==> config.mk <==
export PLATFORM = sky130hd
export DESIGN_NAME = psum_sat_unit
export DESIGN_NICKNAME = d
export VERILOG_FILES = /design/src/rtl/psum_pkg.sv /design/src/rtl/psum_lane.sv /design/src/rtl/psum_sticky.sv /design/src/rtl/psum_sat_unit.sv
export SDC_FILE = /design/constraint.sdc
export NUM_CORES = 1
export LEC_CHECK = 0
export BUFFER_PORTS_ARGS = -buffer_cell sky130_fd_sc_hd__buf_2
export CAP_MARGIN = 20
export CORE_AREA = 2 2 154 156
export DETAILED_ROUTE_END_ITERATION = 7
export DIE_AREA = 0 0 156 158
export PLACE_DENSITY = 0.67
export SYNTH_ARGS = -nofsm -noshare
export SYNTH_HDL_FRONTEND = slang
export SYNTH_SLANG_ARGS = --single-unit
==> constraint.sdc <==
create_clock -name clk_i -period 1.2 [get_ports clk_i]
set_input_delay 0.24 -clock clk_i [delete_from_list [all_inputs] [get_ports clk_i]]
set_output_delay 0.24 -clock clk_i [all_outputs]
set_load 0.005 [all_outputs]
==> src/rtl/psum_pkg.sv <==
package psum_pkg;

  typedef enum logic [1:0] {
    OP_IDLE    = 2'd0,
    OP_EXEC    = 2'd1,
    OP_UNAVAIL = 2'd2
  } op_e;

  function automatic op_e op_decode(input logic vld, input logic en);
    if (!vld)     return OP_IDLE;
    else if (en)  return OP_EXEC;
    else          return OP_UNAVAIL;
  endfunction

endpackage

==> src/rtl/psum_lane.sv <==
module psum_lane #(
  parameter int WORD_W = 32
) (
  input  logic [WORD_W-1:0] a_hi_i,
  input  logic [WORD_W-1:0] a_lo_i,
  input  logic [WORD_W-1:0] acc_i,
  output logic [WORD_W-1:0] sum_o,
  output logic              sat_o
);
  // Three signed terms need two guard bits.
  localparam int SUM_W = WORD_W + 2;
  localparam int EXT_W = SUM_W - WORD_W;

  localparam logic [SUM_W-1:0] MAX_S = {{(EXT_W+1){1'b0}}, {(WORD_W-1){1'b1}}};
  localparam logic [SUM_W-1:0] MIN_S = {{(EXT_W+1){1'b1}}, {(WORD_W-1){1'b0}}};

  logic signed [SUM_W-1:0] a_hi_x, a_lo_x, acc_x, total;

  always_comb begin
    a_hi_x = $signed({{EXT_W{a_hi_i[WORD_W-1]}}, a_hi_i});
    a_lo_x = $signed({{EXT_W{a_lo_i[WORD_W-1]}}, a_lo_i});
    acc_x  = $signed({{EXT_W{acc_i[WORD_W-1]}},  acc_i});
    total  = a_hi_x + a_lo_x + acc_x;
  end

  always_comb begin
    if (total > $signed(MAX_S)) begin
      sum_o = MAX_S[WORD_W-1:0];
      sat_o = 1'b1;
    end else if (total < $signed(MIN_S)) begin
      sum_o = MIN_S[WORD_W-1:0];
      sat_o = 1'b1;
    end else begin
      sum_o = total[WORD_W-1:0];
      sat_o = 1'b0;
    end
  end

endmodule

==> src/rtl/psum_sticky.sv <==
module psum_sticky (
  input  logic clk_i,
  input  logic rst_ni,
  input  logic set_i,
  input  logic clr_i,
  output logic sticky_o
);
  logic sticky_q, sticky_d;

  always_comb begin
    sticky_d = (clr_i ? 1'b0 : sticky_q) | set_i;
  end

  always_ff @(posedge clk_i or negedge rst_ni) begin
    if (!rst_ni) sticky_q <= 1'b0;
    else         sticky_q <= sticky_d;
  end

  assign sticky_o = sticky_q;


  sticky_hold_chk: assert property (@(posedge clk_i) disable iff (!rst_ni)
    (sticky_o && !clr_i) |=> sticky_o);


  sticky_clr_chk: assert property (@(posedge clk_i) disable iff (!rst_ni)
    (clr_i && !set_i) |=> !sticky_o);


  sticky_setwin_chk: assert property (@(posedge clk_i) disable iff (!rst_ni)
    set_i |=> sticky_o);

endmodule

==> src/rtl/psum_sat_unit.sv <==
module psum_sat_unit
  import psum_pkg::*;
#(
  parameter int WORD_W = 32,
  parameter int LANES  = 2
) (
  input  logic                        clk_i,
  input  logic                        rst_ni,
  input  logic                        in_valid_i,
  input  logic                        vec_en_i,
  input  logic                        sat_clr_i,
  input  logic [2*LANES*WORD_W-1:0]   opa_i,
  input  logic [2*LANES*WORD_W-1:0]   opb_i,
  output logic                        out_valid_o,
  output logic [2*LANES*WORD_W-1:0]   result_o,
  output logic [LANES-1:0]            lane_sat_o,
  output logic                        sat_sticky_o,
  output logic                        unavail_o
);
  localparam int DW_W  = 2 * WORD_W;
  localparam int VEC_W = LANES * DW_W;

  op_e                op;
  logic [VEC_W-1:0]   lane_res;
  logic [LANES-1:0]   lane_sat;
  logic               exec_en;

  logic [VEC_W-1:0]   result_q, result_d;
  logic [LANES-1:0]   lane_sat_q, lane_sat_d;
  logic               valid_q, valid_d;
  logic               unavail_q, unavail_d;
  logic               sat_set;

  for (genvar g = 0; g < LANES; g++) begin : g_lane
    localparam int TOP = VEC_W - 1 - g * DW_W;
    logic [WORD_W-1:0] sum_w;
    logic              unused_b_even;

    assign unused_b_even = ^opb_i[TOP -: WORD_W];

    psum_lane #(.WORD_W(WORD_W)) lane_i (
      .a_hi_i (opa_i[TOP -: WORD_W]),
      .a_lo_i (opa_i[TOP-WORD_W -: WORD_W]),
      .acc_i  (opb_i[TOP-WORD_W -: WORD_W]),
      .sum_o  (sum_w),
      .sat_o  (lane_sat[g])
    );

    assign lane_res[TOP -: DW_W] = {{WORD_W{1'b0}}, sum_w};


    even_zero_chk: assert property (@(posedge clk_i) disable iff (!rst_ni)
      out_valid_o |-> (result_o[TOP -: WORD_W] == '0));
  end

  // Next-state logic
  always_comb begin
    op         = op_decode(in_valid_i, vec_en_i);
    exec_en    = (op == OP_EXEC);
    result_d   = result_q;
    lane_sat_d = lane_sat_q;
    if (exec_en) begin
      result_d   = lane_res;
      lane_sat_d = lane_sat;
    end
    valid_d   = exec_en;
    unavail_d = (op == OP_UNAVAIL);
    sat_set   = exec_en & (|lane_sat);
  end

  // Registers
  always_ff @(posedge clk_i or negedge rst_ni) begin
    if (!rst_ni) begin
      result_q   <= '0;
      lane_sat_q <= '0;
    end else if (exec_en) begin
      result_q   <= result_d;
      lane_sat_q <= lane_sat_d;
    end
  end

  always_ff @(posedge clk_i or negedge rst_ni) begin
    if (!rst_ni) begin
      valid_q   <= 1'b0;
      unavail_q <= 1'b0;
    end else begin
      valid_q   <= valid_d;
      unavail_q <= unavail_d;
    end
  end

  psum_sticky sticky_i (
    .clk_i    (clk_i),
    .rst_ni   (rst_ni),
    .set_i    (sat_set),
    .clr_i    (sat_clr_i),
    .sticky_o (sat_sticky_o)
  );

  assign out_valid_o = valid_q;
  assign result_o    = result_q;
  assign lane_sat_o  = lane_sat_q;
  assign unavail_o   = unavail_q;


  valid_lat_chk: assert property (@(posedge clk_i) disable iff (!rst_ni)
    (in_valid_i && vec_en_i) |=> out_valid_o);


  valid_idle_chk: assert property (@(posedge clk_i) disable iff (!rst_ni)
    !in_valid_i |=> !out_valid_o);


  unavail_hold_chk: assert property (@(posedge clk_i) disable iff (!rst_ni)
    (in_valid_i && !vec_en_i) |=> (unavail_o && !out_valid_o &&
                                   $stable(result_o) && $stable(lane_sat_o)));


  lane_sticky_chk: assert property (@(posedge clk_i) disable iff (!rst_ni)
    (out_valid_o && (|lane_sat_o)) |-> sat_sticky_o);


  excl_chk: assert property (@(posedge clk_i) disable iff (!rst_ni)
    !(out_valid_o && unavail_o));

endmodule

======== Word-level counts from Yosys, hierarchy flattened ========
Cells that the tools add are included.
storage, ports and cells
  flip-flop bits (word level) ............. 69
  logic and storage cells ................. 29
  input port bits ......................... 261
cells by class
  equal/unequal tests ..................... 2
  reductions and logical operators ........ 1
  $lt $le $gt $ge ......................... 4
  bitwise logic cells ..................... 2
  multiplexer cells ....................... 11
  $add $sub $neg .......................... 4
operators by type and width
  kind                  number
  $mux 32               4
  $add 33x32->34        2
  $gt 34x32->1 const B  2
  $lt 34x32->1 const B  2
  $add 32x32->33        2
  $mux 1                5
  $mux 2                2
  $eq 2x1->1 const B    1
  $eq 2x2->1 const B    1
  $reduce_or 2->1       1
  $and 1x1->1           1
  $or 1x1->1            1

======== Depth between registers and ports, before layout ========
Gate-level depths: netlist of the first run.
  depth after elaboration ................. 8
  gate-level depth with buffers ........... 18
  mapped depth without buffers ............ 16

======== Hierarchy ========
From an unflattened synthesis of the first run, not the netlist that was laid out.
unflattened totals
  cells, all modules ...................... 863
  area total of the unflattened synthesis .. 8,753.4 µm²
modules (own cells, without submodules)
  module                        times used  area each (µm²)  cells each
  psum_sat_unit                 1           3,071.7          211
  psum_lane (g_lane[1].lane_i)  1           2,939.1          326
  psum_lane (g_lane[0].lane_i)  1           2,706.3          323
  psum_sticky                   1           36.3             3

======== Least setup slack after synthesis of the first run ========
Ideal clock, no wire load.
  kind .................................... input port to flip-flop
  start ................................... input port opa_i[1]
  end ..................................... register result_q[11] (netlist: result_o[11])
  required time ........................... 1.126 ns
  stages .................................. 17
  library setup time ...................... 0.074 ns
  arrival time ............................ 3.486 ns
  path slack .............................. -2.360 ns
  cell sequence ........................... inv_1 fa_1 inv_1 ha_1 inv_1 fa_1 nand2b_1 a21oi_1 o41ai_4 o211ai_2 o2bb2ai_1 a31oi_1 a222oi_1 a21boi_4 nor2_8 buf_12 a21oi_4
on the way
  longest elaborated chain between the ends .. 5
  elaborated cells between the ends (all ways) .. 6
  those cells by class .................... add/sub (2); order compare (2); mux (2)
RTL lines
  what                    RTL line             text
  start: declaration      psum_sat_unit.sv:12  input logic [2*LANES*WORD_W-1:0] opa_i,
  $add 32x32->33 *        psum_lane.sv:23      total = a_hi_x + a_lo_x + acc_x;
  $add 33x32->34 *        psum_lane.sv:23
  $lt 34x32->1            psum_lane.sv:30      end else if (total < $signed(MIN_S)) begin
  $mux 32                 psum_lane.sv:30
  $mux 32 *               psum_lane.sv:27      if (total > $signed(MAX_S)) begin
  end signal: assignment  psum_sat_unit.sv:77  result_q <= result_d;
  end: declaration        psum_sat_unit.sv:28  logic [VEC_W-1:0] result_q, result_d;
Every way passes the cells marked *; elsewhere a longest branch is shown, timed or not.
A chain may end at the register's enable or synchronous reset.

======== Final worst setup path of the first run ========
  start ................................... input port opa_i[97]
  end ..................................... register result_q[82] (netlist: result_o[82])
Same word-level chain as after synthesis.

==> results of run 1 <==
==> power by group <==
part           leakage (nW)  internal [mW]  switching (mW)
clock                 0.158           1.87            1.09
combinational          5.18           6.89            7.14
sequential            0.748           3.39           0.788
==> logic make-up after synthesis <==
| family | synth area share |
|---|---|
| and+or+nand+nor | 0.137 |
| DFF | 0.208 |
| buffers and inverters | 0.0961 |
| other | 0.000453 |
| xor gates and xnor gates | 0.0589 |
| AOI/OAI and AO/OA | 0.243 |
| adders and majority gates | 0.256 |
==> path summary, 6_finish.rpt <==
check / start / end / slack [ps] / depth (start not counted)
setup / recovery: opa_i[97] / result_o[82] / -2010 / 20
hold / removal: vec_en_i / unavail_o / 90 / 2
setup reg to reg: result_o[26] / result_o[26] / 410 / 2
hold reg to reg: result_o[64] / result_o[64] / 470 / 2
max in group asynchronous: rst_ni / result_o[12] / 380 / 3
min in group asynchronous: rst_ni / result_o[9] / 350 / 2
==> registers in the layout (all words and copies together) (netlist names) <==
| signal | flops |
|---|---|
| out_valid_o | 1 |
| lane_sat_o | 2 |
| unavail_o | 1 |
| sticky_i.sticky_o | 1 |
| result_o | 64 |
==> routing by layer <==
metal,up-vias,global-route usage,wire length (µm)
met3,41,0.0378,1590
met2,302,0.354,13100
li1,3990,-,-
met5,-,0,0
met1,3878,0.229,10100
met4,0,0.0559,571
==> layout make-up <==
class | count | share of cell area
Multi-Input combinational cell | 778 | 0.532
Timing Repair Buffer | 492 | 0.265
Sequential cell | 69 | 0.138
Tap cell | 290 | 0.0290
Clock buffer | 10 | 0.0191
Inverter | 28 | 0.00981
Clock inverter | 6 | 0.00691
==> what timing repair did <==
action                                  in CTS  in global routing
resized for setup                           29                 84
endpoints found under the setup margin      67                 67
endpoints found under the hold margin       17                  0
cloned                                       1                  5
pin swaps                                   27                 35
setup buffers                                8                 12
hold buffers                                 1                  0
==> synthesized netlist by cell type, drive strengths merged, types with 12 or more instances <==
| master | instances | area, µm² |
|---|---|---|
| clkbuf | 20 | 77.6 |
| o21ai | 38 | 205 |
| nor2 | 82 | 332 |
| dfrtp | 69 | 1730 |
| xor2 | 19 | 166 |
| a21o | 35 | 263 |
| o21bai | 12 | 93.8 |
| a21oi | 117 | 758 |
| xnor2 | 35 | 322 |
| fa | 66 | 1320 |
| buf | 81 | 613 |
| nand2 | 107 | 407 |
| ha | 64 | 801 |
| o21a | 12 | 91.3 |
| nand3 | 19 | 95.1 |
| inv | 28 | 105 |
==> results by group, run 1 <==
Timing
  – Unrepaired setup endpoints after global routing: true
  – Setup tns final: -129570 ps
  – Part of the cycle the worst path needs: 2.68
  – Final setup skew: 0 ps
  – Count of pins over their slew limit: 0
  – Final period demand of the worst path: 3210 ps
  – Min setup slack post-route: -2010 ps
  – # setup viols final: 67
  – Final worst hold slack: 89.1 ps
  – Timing-limited maximum frequency: 311 MHz
  – Hold Fails Final Rpt: 0
  – Relative slew slack: 0.596
  – Least-Margin Pin Slew: 599 ps

Clock network
  – Clock latency on the worst-skew pair: 340 ps
  – Clock tree from TritonCTS: done
  – Number of CTS-inserted buffers: 9
  – Root Buffer: clkbuf_16
  – Clock transition at path regs: 60 ps
  – Number of levels the H-tree was split into: 3
  – Number of clock sinks: 69
  – Buffer depth of the longest clock path: 2

Worst setup path
  – CP Launch Type: input pin
  – Data required time at the worst endpoint: 1470 ps
  – CP Data Arrival Time: 3480 ps
  – Most Frequent Cell on Critical Path: inv_2
  – Capturing element type of the critical path: flip-flop
  – Crit path kind: input pin to flip-flop
  – Number of buffers and inverters on the critical path: 7
  – Largest delay share family, worst path: compound AO/OA/AOI/OAI gates
  – Maximum fanout along the worst path: 8
  – CP max-delay cell: fa_1
  – Sequence of cells on the critical path: buf_6 > inv_4 > fa_1 > inv_2 > ha_4 > inv_2 > fa_2 > nand2b_4 > a21oi_4 > o311ai_4 > nand3_2 > a31oi_4 > o31ai_2 > xor2_1 > buf_4 > o21a_4 > nor2_4 > buf_12 > clkbuf_16 > a21oi_2
  – Delay of the slowest cell on the worst path: 480 ps

Die
  – Total die area: 0.0246 mm²
  – Die Width: 156 µm
  – Effective utilization at floorplan: 0.359
  – Count of boundary I/O pins: 394
  – Floorplan die height: 158 µm
  – Area of the core: 0.0231 mm²
  – Row count: 56

Synth
  – Number of synthesis warnings: 0
  – Sequential share of the synthesized area: 0.208
  – Share of flip-flops with an asynchronous set or reset: 1.00
  – Count of unique library cells instantiated by Yosys: 73
  – Flip-flop cell with the highest count after synthesis: dfrtp_1
  – Mean cell area of the mapped netlist: 9.07 µm²
  – Number of enable flip-flop cells after synthesis: 0
  – Flip-flop and latch count after synthesis: 69
  – Post-Syn Area: 0.00828 mm²
  – Post-Syn Instances: 913

Routing
  – Antenna-violating nets left: 0
  – Residual DRC count: 0
  – Avg Vias per Cell: 4.91
  – First-pass iteration count of the detailed router: 4
  – Routed length per instance: 15.1 µm
  – First DRT Iteration DRCs: 309
  – Via count: 8211
  – Total detailed-routing wirelength: 25300 µm

Global route
  – Antenna violations before repair: 0
  – Global-route usage over all layers: 0.193
  – First-pass GRT wire length: 37900 µm
  – Pin count of the biggest net entering global routing: 30
  – Vias in the first global route: 7970
  – GR Overflow Total: 0

Layout
  – Post-layout net count: 1769
  – Multi-input combinational cell area: 0.00665 mm²
  – Antenna diode count: 0
  – Final cell utilization of the core: 0.542
  – Summed area of non-filler cells in the final layout: 0.0125 mm²
  – Layout Area Growth over Synthesis: 50.9%
  – Fraction of final layout cells sized beyond drive strength 1: 0.479
  – FF+latch area: 0.00173 mm²
  – Leading cell type in the layout, fill and taps excluded: buf_2
  – Fillers: 2054
  – Most used cells in the layout excluding fill and tap cells: 260 x buf_2, 202 x buf_4, 94 x nand2_1, 77 x nor2_1, 69 x dfrtp_1
  – Number of standard cells in the layout, taps in and fillers out: 1673

Status
  – Result of the run: complete, but fails checks
  – Violated checks: negative setup slack

Power and ir drop
  – Power density over cell area: 1700 mW/mm²
  – Standby leakage power: 6.08 nW
  – IR Drop Worst-Case VDD: 0.000841 V
  – Overall power consumption: 21.2 mW

Min path
  – Path category of the worst min-delay check: input pin to flip-flop

Place
  – Standard cell area after detailed placement: 0.0113 mm²
  – Placed wire-length estimate: 20400 µm
  – Weighted congestion at the end of routability-driven global placement: 0.877
  – Worst setup slack before clock tree synthesis: -2490 ps
  – Dpl cells: 1633
  – Number of input and output port buffers inserted: 265

Run
  – Max-cap violations: 0
Power figures use the tool's default switching activity.
==> inputs of run 2 (changes only) <==
--- a/config.mk
+++ b/config.mk
@@ -6,11 +6,14 @@
 export NUM_CORES = 1
 export LEC_CHECK = 0
 export BUFFER_PORTS_ARGS = -buffer_cell sky130_fd_sc_hd__buf_2
-export CAP_MARGIN = 20
-export CORE_AREA = 2 2 154 156
+export CAP_MARGIN = 10
+export CELL_PAD_IN_SITES_DETAIL_PLACEMENT = 1
+export CELL_PAD_IN_SITES_GLOBAL_PLACEMENT = 1
+export CORE_ASPECT_RATIO = 0.7
+export CORE_MARGIN = 1
+export CORE_UTILIZATION = 37
 export DETAILED_ROUTE_END_ITERATION = 7
-export DIE_AREA = 0 0 156 158
-export PLACE_DENSITY = 0.67
+export PLACE_DENSITY = 0.9
 export SYNTH_ARGS = -nofsm -noshare
 export SYNTH_HDL_FRONTEND = slang
 export SYNTH_SLANG_ARGS = --single-unit
==> run 2 against run 1 <==
Effect of this change: the run still ends with negative setup slack left; sequential share of layout area fell by 0.25 points; non-clock buffer count grew 18; register-to-register slack got worse by 40 ps; global-route usage rose by 9.2 points.
==> results by group, run 2 (synthesis results as in run 1) <==
Status
  – Result of the run: complete, but fails checks
  – Violated checks: negative setup slack

Global route
  – GR Overflow Total: 0 (unchanged)
  – Vias in the first global route: 9632 (+21%)
  – Global-route usage over all layers: 0.285 (+0.0924)
  – First-pass GRT wire length: 51300 µm (+35%)
  – Antenna violations before repair: 1 (+1)
  – Pin count of the biggest net entering global routing: 70 (+130%)

Place
  – Placed wire-length estimate: 25000 µm (+23%)
  – Standard cell area after detailed placement: 0.0113 mm² (-0.31%)
  – Number of input and output port buffers inserted: 265 (unchanged)
  – Weighted congestion at the end of routability-driven global placement: 0.931 (+6.2%)
  – Worst setup slack before clock tree synthesis: -2880 ps (-391 ps)

Power and ir drop
  – Standby leakage power: 6.24 nW (+2.5%)
  – Overall power consumption: 23.3 mW (+10%)
  – Power density over cell area: 1830 mW/mm² (+7.9%)
  – IR Drop Worst-Case VDD: 0.000805 V (-4.3%)

Die
  – Floorplan die height: 127 µm (-20%)
  – Row count: 45 (-20%)
  – Total die area: 0.0230 mm² (-6.7%)
  – Effective utilization at floorplan: 0.380 (+0.0208)
  – Area of the core: 0.0218 mm² (-5.5%)
  – Count of boundary I/O pins: 394 (unchanged)
  – Die Width: 181 µm (+16%)

Layout
  – Layout Area Growth over Synthesis: 53.7%
  – Fraction of final layout cells sized beyond drive strength 1: 0.490 (+0.0103)
  – Final cell utilization of the core: 0.584 (+0.0422)
  – Most used cells in the layout excluding fill and tap cells: 260 x buf_2, 215 x buf_4, 79 x nand2_1, 78 x nor2_1, 68 x dfrtp_1
  – Leading cell type in the layout, fill and taps excluded: buf_2
  – Post-layout net count: 1788 (+1.1%)
  – Max reg flops: 64 (unchanged)
  – Summed area of non-filler cells in the final layout: 0.0127 mm² (+1.9%)

Clock network
  – Clock latency on the worst-skew pair: 340 ps (about the same)
  – Number of levels the H-tree was split into: 3 (unchanged)
  – Clock transition at path regs: 60 ps (about the same)
  – Number of CTS-inserted buffers: 9 (unchanged)
  – Buffer depth of the longest clock path: 2 (unchanged)
  – Number of clock sinks: 69 (unchanged)
  – Clock tree from TritonCTS: done
  – Root Buffer: clkbuf_16

Run
  – Max-cap violations: 0 (unchanged)

Timing
  – Timing-limited maximum frequency: 290 MHz (-6.9%)
  – Count of pins over their slew limit: 0 (unchanged)
  – Final period demand of the worst path: 3450 ps (+239 ps)
  – Setup tns final: -143400 ps (-13830 ps)
  – Unrepaired setup endpoints after global routing: true
  – # setup viols final: 67 (unchanged)
  – Hold Fails Final Rpt: 0 (unchanged)
  – Final setup skew: 0 ps (unchanged)
  – Relative slew slack: 0.615 (+0.0195)
  – Part of the cycle the worst path needs: 2.88 (+0.199)
  – Min setup slack post-route: -2250 ps (-239 ps)
  – Least-Margin Pin Slew: 575 ps (-23.6 ps)

Routing
  – Via count: 8887 (+8.2%)
  – First-pass iteration count of the detailed router: 5 (+1)
  – Routed length per instance: 19.9 µm (+31%)
  – Avg Vias per Cell: 5.28 (+7.5%)
  – Residual DRC count: 0 (unchanged)
  – Total detailed-routing wirelength: 33500 µm (+32%)
  – Antenna-violating nets left: 0 (unchanged)
  – First DRT Iteration DRCs: 415 (+34%)

Worst setup path
  – CP Launch Type: input pin
  – Capturing element type of the critical path: flip-flop
  – Setup slack on the worst flop-to-flop path: 370 ps (-40 ps)
  – Maximum fanout along the worst path: 7 (-1)
  – Data required time at the worst endpoint: 1460 ps (about the same)
  – Crit path kind: input pin to flip-flop
  – Depth of the worst register-to-register path: 2 (unchanged)
  – Crit Reg-Reg Startpoint: result_o[3]
  – CP Data Arrival Time: 3710 ps (+230 ps)
  – Endpoint of the lowest-slack register-to-register path: result_o[3]

Min path
  – Endpoint with the worst hold slack: unavail_o
  – Path category of the worst min-delay check: input pin to flip-flop
  – Startpoint of the worst hold path: vec_en_i
  – Hold-critical path depth: 2 (unchanged)
run 2: changes by cell type in the layout (fill, tap and decap cells not counted), moves of 4 or more:
| cell | change |
|---|---|
| nand2_4 | +17 |
| nand2_1 | -15 |
| buf_4 | +13 |
| ha_1 | +5 |
| buf_12 | +5 |
| ha_4 | -4 |
run 2: through the flow:
stage | hold slack, ps | cells
2_1_floorplan | -55.6 | 976
3_5_place_dp | 290 | 1625
3_3_place_gp | 283 | 1625
5_1_grt | 76.2 | 1684
4_1_cts | 71.9 | 1673
6_report | 83.9 | 1684
run 2: worst max path at each step:
| stage | startpoint | endpoint | slack (ps) | depth (start not counted) |
|---|---|---|---|---|
| 3_5_place_dp | opa_i[1] | result_o[5] | -2880 | 17 |
| 3_3_place_gp | opa_i[1] | result_o[5] | -2660 | 17 |
| 6_report | opa_i[1] | result_o[22] | -2250 | 20 |
| 2_1_floorplan | opa_i[1] | result_o[22] | -2180 | 17 |
| 4_1_cts | opa_i[1] | result_o[23] | -2230 | 20 |
| 5_1_grt | opa_i[1] | result_o[22] | -2410 | 20 |
run 2: cell type report:
class	instances	area (µm²)
diodes	1	2.50
clock buffers	14	264
clock inverters	1	30.0
fillers	2505	9060
inverters	28	120
multi-input cells	779	6690
flip-flops and latches	69	1730
well taps	282	353
repair buffers	510	3540
run 2: timing repair:
item | 4_1_cts | 5_1_grt
resized for setup | 90 | 51
pin swaps | 47 | 36
cloned | 7 | 2
buffers inserted | 29 | 15
hold buffers | 1 | 0
endpoints found under the hold margin | 69 | 0
endpoints found under the setup margin | 67 | 68
run 2: per-layer routing:
layer / wire length, µm / vias to the layer above / part of all wire / GRT usage
met2: 17000 / 330 / 0.51 / 0.513
met4: 930 / 0 / 0.028 / 0.0850
met1: 14200 / 4452 / 0.42 / 0.359
li1: - / 4031 / - / -
met3: 1380 / 74 / 0.041 / 0.0365
met5: 0 / - / 0 / 0
run 2: report_power, final:
part | internal, mW | switching, mW
registers | 3.40 | 0.801
logic | 7.77 | 8.57
clock network | 1.72 | 1.03
run 2: critical path, cell delays in order:
cell      delay, ps
buf_8            80
inv_8            20
fa_1            480
inv_2            80
ha_4            140
inv_2            40
fa_2            330
nand2b_4        160
a21oi_4         180
o41ai_4         130
o21ai_4         220
a41oi_2         170
o41ai_2         370
xnor2_2         110
buf_4           160
o21bai_4        240
buf_12          160
buf_16          160
nand2_4          50
a21oi_2         150
